--- src/rtl/alu_pkg.sv ---
package alu_pkg;

  localparam int FUNC_W = 6;

  localparam logic [FUNC_W-1:0] FN_ADD  = 6'b100000;
  localparam logic [FUNC_W-1:0] FN_ADDU = 6'b100001;
  localparam logic [FUNC_W-1:0] FN_SUB  = 6'b100010;
  localparam logic [FUNC_W-1:0] FN_SUBU = 6'b100011;
  localparam logic [FUNC_W-1:0] FN_AND  = 6'b100100;
  localparam logic [FUNC_W-1:0] FN_OR   = 6'b100101;
  localparam logic [FUNC_W-1:0] FN_XOR  = 6'b100110;
  localparam logic [FUNC_W-1:0] FN_NOR  = 6'b100111;
  localparam logic [FUNC_W-1:0] FN_SLL  = 6'b000000;
  localparam logic [FUNC_W-1:0] FN_SRL  = 6'b000010;
  localparam logic [FUNC_W-1:0] FN_SRA  = 6'b000011;
  localparam logic [FUNC_W-1:0] FN_SLT  = 6'b101010;
  localparam logic [FUNC_W-1:0] FN_SLTU = 6'b101011;
  localparam logic [FUNC_W-1:0] FN_LUI  = 6'b001111;

  typedef enum logic [1:0] {
    RS_ZERO,
    RS_ARITH,
    RS_LOGIC,
    RS_SHIFT
  } res_src_e;

  typedef enum logic [1:0] {
    LG_AND,
    LG_OR,
    LG_XOR,
    LG_NOR
  } logic_op_e;

  typedef enum logic [1:0] {
    SH_LEFT,
    SH_RIGHT_LOG,
    SH_RIGHT_ARI
  } shift_op_e;

  typedef enum logic [1:0] {
    AR_SUM,
    AR_LESS_S,
    AR_LESS_U,
    AR_UPPER
  } arith_out_e;

  typedef struct packed {
    res_src_e   resSrc;
    logic_op_e  logicOp;
    shift_op_e  shiftOp;
    arith_out_e arithOut;
    logic       invertB;
    logic       flagOvf;
    logic       zeroExt;
  } alu_strobe_t;

endpackage

--- src/rtl/alu_ctrl.sv ---
module alu_ctrl
  import alu_pkg::*;
(
  input  logic [FUNC_W-1:0] funcSel,
  output alu_strobe_t       strobe
);

  always_comb begin
    strobe          = '0;
    strobe.resSrc   = RS_ZERO;
    strobe.logicOp  = LG_AND;
    strobe.shiftOp  = SH_LEFT;
    strobe.arithOut = AR_SUM;
    unique case (funcSel)
      FN_ADD:  begin strobe.resSrc = RS_ARITH; strobe.flagOvf = 1'b1; end
      FN_ADDU: begin strobe.resSrc = RS_ARITH; end
      FN_SUB:  begin strobe.resSrc = RS_ARITH; strobe.invertB = 1'b1; strobe.flagOvf = 1'b1; end
      FN_SUBU: begin strobe.resSrc = RS_ARITH; strobe.invertB = 1'b1; end
      FN_AND:  begin strobe.resSrc = RS_LOGIC; strobe.logicOp = LG_AND; strobe.zeroExt = 1'b1; end
      FN_OR:   begin strobe.resSrc = RS_LOGIC; strobe.logicOp = LG_OR;  strobe.zeroExt = 1'b1; end
      FN_XOR:  begin strobe.resSrc = RS_LOGIC; strobe.logicOp = LG_XOR; strobe.zeroExt = 1'b1; end
      FN_NOR:  begin strobe.resSrc = RS_LOGIC; strobe.logicOp = LG_NOR; strobe.zeroExt = 1'b1; end
      FN_SLL:  begin strobe.resSrc = RS_SHIFT; strobe.shiftOp = SH_LEFT; end
      FN_SRL:  begin strobe.resSrc = RS_SHIFT; strobe.shiftOp = SH_RIGHT_LOG; end
      FN_SRA:  begin strobe.resSrc = RS_SHIFT; strobe.shiftOp = SH_RIGHT_ARI; end
      FN_SLT:  begin strobe.resSrc = RS_ARITH; strobe.invertB = 1'b1; strobe.arithOut = AR_LESS_S; end
      FN_SLTU: begin strobe.resSrc = RS_ARITH; strobe.invertB = 1'b1; strobe.arithOut = AR_LESS_U; end
      FN_LUI:  begin strobe.resSrc = RS_ARITH; strobe.arithOut = AR_UPPER; end
      default: begin strobe.resSrc = RS_ZERO; end
    endcase
  end

  // Only a flagging add or subtract may request the overflow report
  always_comb begin
    if (strobe.flagOvf) begin
      assert_flag_only_trapping_R13: assert (strobe.resSrc == RS_ARITH && strobe.arithOut == AR_SUM)
        else $error("flagOvf strobe on a non add/sub code");
    end
  end

endmodule

--- src/rtl/alu_datapath.sv ---
module alu_datapath
  import alu_pkg::*;
#(
  parameter int DATA_W  = 32,
  parameter int IMM_W   = 16,
  parameter int SHAMT_W = $clog2(DATA_W)
) (
  input  logic [DATA_W-1:0]  opA,
  input  logic [DATA_W-1:0]  opB,
  input  logic [SHAMT_W-1:0] shiftAmt,
  input  logic [IMM_W-1:0]   imm,
  input  logic               useImm,
  input  alu_strobe_t        strobe,
  output logic [DATA_W-1:0]  resOut,
  output logic               ovfOut
);

  localparam int MSB   = DATA_W - 1;
  localparam int EXT_W = DATA_W - IMM_W;

  // Second-operand selection with immediate widening
  logic [DATA_W-1:0] immExt;
  logic [DATA_W-1:0] secondOp;

  always_comb begin
    immExt   = strobe.zeroExt ? {{EXT_W{1'b0}}, imm} : {{EXT_W{imm[IMM_W-1]}}, imm};
    secondOp = useImm ? immExt : opB;
  end

  // Shared adder: subtract and compare reuse it through an inverted operand
  logic [DATA_W-1:0] addB;
  logic [DATA_W:0]   sumWide;
  logic [DATA_W-1:0] sumVal;
  logic              carryOut;
  logic              ovfRaw;
  logic              lessSigned;
  logic              lessUnsigned;

  always_comb begin
    addB         = strobe.invertB ? ~secondOp : secondOp;
    sumWide      = {1'b0, opA} + {1'b0, addB} + {{DATA_W{1'b0}}, strobe.invertB};
    sumVal       = sumWide[DATA_W-1:0];
    carryOut     = sumWide[DATA_W];
    ovfRaw       = (opA[MSB] == addB[MSB]) && (sumVal[MSB] != opA[MSB]);
    lessSigned   = sumVal[MSB] ^ ovfRaw;
    lessUnsigned = ~carryOut;
  end

  logic [DATA_W-1:0] arithRes;
  always_comb begin
    unique case (strobe.arithOut)
      AR_SUM:    arithRes = sumVal;
      AR_LESS_S: arithRes = {{(DATA_W-1){1'b0}}, lessSigned};
      AR_LESS_U: arithRes = {{(DATA_W-1){1'b0}}, lessUnsigned};
      default:   arithRes = {imm, {EXT_W{1'b0}}};
    endcase
  end

  // Bitwise unit
  logic [DATA_W-1:0] logicRes;
  always_comb begin
    unique case (strobe.logicOp)
      LG_AND:  logicRes = opA & secondOp;
      LG_OR:   logicRes = opA | secondOp;
      LG_XOR:  logicRes = opA ^ secondOp;
      default: logicRes = ~(opA | secondOp);
    endcase
  end

  // Log-depth right barrel shifter; left shifts ride on it through bit reversal
  logic              shLeft;
  logic              fillBit;
  logic [DATA_W-1:0] shIn;
  logic [DATA_W-1:0] shOutRaw;
  logic [DATA_W-1:0] shiftRes;
  logic [DATA_W-1:0] revIn;
  logic [DATA_W-1:0] revOut;
  logic [DATA_W-1:0] stage [SHAMT_W+1];

  always_comb begin
    shLeft  = (strobe.shiftOp == SH_LEFT);
    fillBit = (strobe.shiftOp == SH_RIGHT_ARI) ? secondOp[MSB] : 1'b0;
  end

  genvar gi;
  generate
    for (gi = 0; gi < DATA_W; gi++) begin : g_rev
      assign revIn[gi]  = secondOp[MSB-gi];
      assign revOut[gi] = shOutRaw[MSB-gi];
    end
  endgenerate

  assign shIn     = shLeft ? revIn : secondOp;
  assign stage[0] = shIn;

  generate
    for (gi = 0; gi < SHAMT_W; gi++) begin : g_stage
      localparam int STEP = 1 << gi;
      assign stage[gi+1] = shiftAmt[gi]
        ? {{STEP{fillBit}}, stage[gi][DATA_W-1:STEP]}
        : stage[gi];
    end
  endgenerate

  assign shOutRaw = stage[SHAMT_W];
  assign shiftRes = shLeft ? revOut : shOutRaw;

  // Result steering
  always_comb begin
    unique case (strobe.resSrc)
      RS_ARITH: resOut = arithRes;
      RS_LOGIC: resOut = logicRes;
      RS_SHIFT: resOut = shiftRes;
      default:  resOut = '0;
    endcase
    ovfOut = strobe.flagOvf & ovfRaw;
  end

  // Compare results never carry data above bit 0
  always_comb begin
    if (strobe.resSrc == RS_ARITH && strobe.arithOut inside {AR_LESS_S, AR_LESS_U}) begin
      assert_compare_width_R8: assert (resOut[DATA_W-1:1] == '0)
        else $error("compare result has upper bits set");
    end
    if (strobe.resSrc == RS_ARITH && strobe.arithOut == AR_UPPER) begin
      assert_upper_low_clear_R10: assert (resOut[EXT_W-1:0] == '0)
        else $error("upper-immediate low half not clear");
    end
    if (strobe.resSrc == RS_SHIFT && strobe.shiftOp == SH_RIGHT_ARI && shiftAmt != '0) begin
      assert_sra_fill_R7: assert (resOut[MSB] == secondOp[MSB])
        else $error("arithmetic shift lost sign");
    end
  end

endmodule

--- src/rtl/alu_core.sv ---
module alu_core
  import alu_pkg::*;
#(
  parameter int DATA_W  = 32,
  parameter int IMM_W   = 16,
  parameter int SHAMT_W = $clog2(DATA_W)
) (
  input  logic [DATA_W-1:0]  opA,
  input  logic [DATA_W-1:0]  opB,
  input  logic [SHAMT_W-1:0] shiftAmt,
  input  logic [IMM_W-1:0]   imm,
  input  logic               useImm,
  input  logic [FUNC_W-1:0]  funcSel,
  output logic [DATA_W-1:0]  result,
  output logic               overflow
);

  alu_strobe_t strobe;

  alu_ctrl u_ctrl (
    .funcSel (funcSel),
    .strobe  (strobe)
  );

  alu_datapath #(
    .DATA_W  (DATA_W),
    .IMM_W   (IMM_W),
    .SHAMT_W (SHAMT_W)
  ) u_dp (
    .opA      (opA),
    .opB      (opB),
    .shiftAmt (shiftAmt),
    .imm      (imm),
    .useImm   (useImm),
    .strobe   (strobe),
    .resOut   (result),
    .ovfOut   (overflow)
  );

  always_comb begin
    if (funcSel == FN_ADDU || funcSel == FN_SUBU) begin
      assert_no_overflow_R3: assert (!overflow)
        else $error("no-flag form raised overflow");
    end
    if (funcSel != FN_ADD && funcSel != FN_SUB) begin
      assert_quiet_flag_R13: assert (!overflow)
        else $error("overflow on a non-flagging code");
    end
    if (strobe.resSrc == RS_ZERO) begin
      assert_unknown_zero_R12: assert (result == '0 && !overflow)
        else $error("unknown code produced output");
    end
  end

endmodule

--- config.mk ---
export PLATFORM = sky130hd
export DESIGN_NAME = alu_core
export DESIGN_NICKNAME = d
export VERILOG_FILES = /design/src/rtl/alu_pkg.sv /design/src/rtl/alu_ctrl.sv /design/src/rtl/alu_datapath.sv /design/src/rtl/alu_core.sv
export SDC_FILE = /design/constraint.sdc
export NUM_CORES = 1
export LEC_CHECK = 0
export BUFFER_PORTS_ARGS = -buffer_cell sky130_fd_sc_hd__buf_2
export CORE_ASPECT_RATIO = 0.5
export CORE_MARGIN = 4
export CORE_UTILIZATION = 60
export DETAILED_ROUTE_END_ITERATION = 10
export PLACE_DENSITY = 0.9
export SLEW_MARGIN = 40
export SYNTH_ARGS = -nofsm -noshare
export SYNTH_HDL_FRONTEND = slang
export SYNTH_HIERARCHICAL = 1
export SYNTH_SLANG_ARGS = --single-unit
--- constraint.sdc ---
create_clock -name vclk -period 13.2
set_input_delay 1.98 -clock vclk [all_inputs]
set_output_delay 1.98 -clock vclk [all_outputs]
set_load 0.01 [all_outputs]
==> results.toml <==
[layout]
postLayoutCoreUtil = 0.670
syn2layout_area_growth_pct = 8.52
fill_cells = 1094
seq_cell_count = 0
seqCellArea_um2 = 0
drive_above_1_share = 0.194
n_clock_buffer = 0
antenna_cells = 0
num-nets-final = 1401

[place]
pre_cts_slack_ns = 4.60
io_buffers = 125
dpl.hpwl_mm = 28.0
gp_congestion = 1.18

[grt]
grt_overflow = 0
antenna_found_initial = 2
grt_max_degree = 65
grt_pass1_wl_mm = 51.1
grt_pass1_vias = 8782
grt_use_total = 0.440

[critical_path]
worstSetupEndpointType = "output port"
crit_start = "useImm"
crit_fanout = 21
cp-endpoint = "result[0]"
critPathTopFamily = "simple AND/OR/NAND/NOR gates"
crit_cells = 16
required_ns = 11.22
critPathBufInv = 3
crit_chain = "buf_2 -> and3b_1 -> a21o_1 -> inv_2 -> xnor2_1 -> ha_1 -> nand4_1 -> or4_1 -> o22ai_1 -> nor3_1 -> a21oi_2 -> o21ai_1 -> nor2b_1 -> or4_1 -> a311o_1 -> buf_2"
worstSetupPathType = "in -> out"
worst_setup_path_start_kind = "primary input"
slowest_delay_ns = 0.82
worst_path_max_delay_cell = "and3b_1"
worstPathArrival_ns = 6.83

[sta]
hold_viol_final = 0
rsz0062_at_grt = "false"
setup-tns-final_ns = 0
fin_ws_ns = 4.39
drv_slew = 0
tightestPinTransition_ns = 0.953
min_period_ns = 8.81
final.period_utilization = 0.668
relSlewSlack = 0.359
setup_viol_count_final = 0
fmax_ghz = 0.113

[floorplan]
rows = 29
die_area_um2 = 15100
core_um2 = 12700
initial_core_util = 0.618
ios = 125
die_x_um = 170
die_h_um = 89.0

[detailed_routing]
routed_wirelength_mm = 35.0
wl_per_cell_um = 25.4
drc = 0
drtIter0Drc = 1939
vias_per_cell = 7.13
vias = 9847
drtAntennaViolNets = 0
dr.pass1.iters = 7

[logic_synthesis]
synth_top_cell_by_area = "ha_1"
synth_area_leaders = "ha_1, mux4_2, mux2i_1"
syn_area_um2 = 7870
yosysTopAreaCellShare = 0.151
synth.distinct_cells = 80
ys_seq_area_frac = 0
yosysWarnings = 6
synth_fp_nets = 1331
netlist_instances = 1143
syn_area_per_cell_um2 = 6.88

[pwr]
peakVddDrop_mv = 0.0331
total_power_uw = 434
clkPwrFrac = 0
internal-power_uw = 160
power.density_nw_per_um2 = 50.9
p_seq_frac = 0
static-leakage-power_uw = 0.00387
switching_share = 0.631
pwr-share-comb = 1.000
switchingPower_uw = 274

[clocking]
ctsResizeCount = 0
postCtsSetupRepairBufs = 0
hold_buffers = 0

[run]
max_cap_viol_count = 0

[worst_hold_path]
min_path_type = "in -> out"

[outcome]
status = "finished clean"
-- worst min path at each step --
stage / start / to / slack (ns) / cells past startpoint
2_1_floorplan: opA[31] / overflow / 4.12 / 2
3_3_place_gp: imm[11] / result[27] / 4.37 / 4
3_5_place_dp: imm[11] / result[27] / 4.37 / 4
4_1_cts: imm[11] / result[27] / 4.37 / 4
5_1_grt: imm[11] / result[27] / 4.38 / 4
6_report: imm[11] / result[27] / 4.38 / 4
-- cells by family after synthesis --
logic type | synth area share
muxes | 0.184
and+or+nand+nor | 0.177
buffers and inverters | 0.0941
adders and majority gates | 0.154
xor gates and xnor gates | 0.0690
AOI/OAI and AO/OA | 0.322
-- metrics by stage --
step | hold slack [ns] | instances | cell area (um^2)
after floorplan | 4.12 | 1143 | 7870
after global placement | 4.37 | 1380 | 8520
after detailed placement | 4.37 | 1381 | 8530
after CTS | 4.37 | 1381 | 8530
after global routing | 4.38 | 1381 | 8540
final | 4.38 | 1381 | 8540
-- power by group through the flow --
stage	registers, uW	clock network (uW)	logic, uW
global placement	0	0	396
detailed placement	0	0	406
finish	0	0	434
floorplan	0	0	277
CTS	0	0	408
global route	0	0	456
-- synthesized netlist by cell type (4+ instances only) --
library cell	number
a211o_1	7
a211oi_1	11
a21boi_0	12
a21o_1	16
a21o_2	4
a21oi_1	80
a221o_1	8
a221oi_1	6
a222oi_1	9
a22oi_1	10
a31oi_1	12
and2_1	10
buf_1	10
buf_2	6
clkbuf_1	55
ha_1	95
inv_1	91
inv_2	17
mux2_2	11
mux2i_1	55
mux2i_2	7
mux4_2	27
nand2_1	118
nand2b_1	7
nand3_1	23
nand4_1	8
nor2_1	89
nor2b_1	9
nor3_1	21
o2111ai_1	4
o211a_1	4
o211ai_1	16
o21a_1	7
o21ai_0	103
o21ai_1	13
o21bai_1	6
o221ai_1	8
o22ai_1	21
o31ai_1	7
xnor2_1	51
xor2_1	11
-- routing by layer --
layer / global-route usage / part of all wire / vias to the layer above / wire, um
met3: 0.193 / 0.19 / 202 / 6640
met4: 0.125 / 0.047 / 4 / 1660
li1: - / - / 4308 / -
met2: 0.628 / 0.38 / 890 / 13300
met1: 0.604 / 0.38 / 4443 / 13400
met5: 0 / 0.00088 / - / 31
-- layout by cell type, fill, tap and decap left out, types with 27 or more instances in the layout --
master and n:
mux2i_1 54, nand2_1 118, buf_2 126, xnor2_1 51, a21oi_1 80, o21ai_0 103, inv_1 91, mux4_2 27
ha_1 95, nor2_1 87
-- area by class of cell --
cell class         instances  area (um^2)  share of cell area
well taps                170          213              0.0249
repair buffers           144          766              0.0897
multi-input cells        958         7150               0.838
inverters                109          409              0.0479
(Power assumes the default switching activity.)
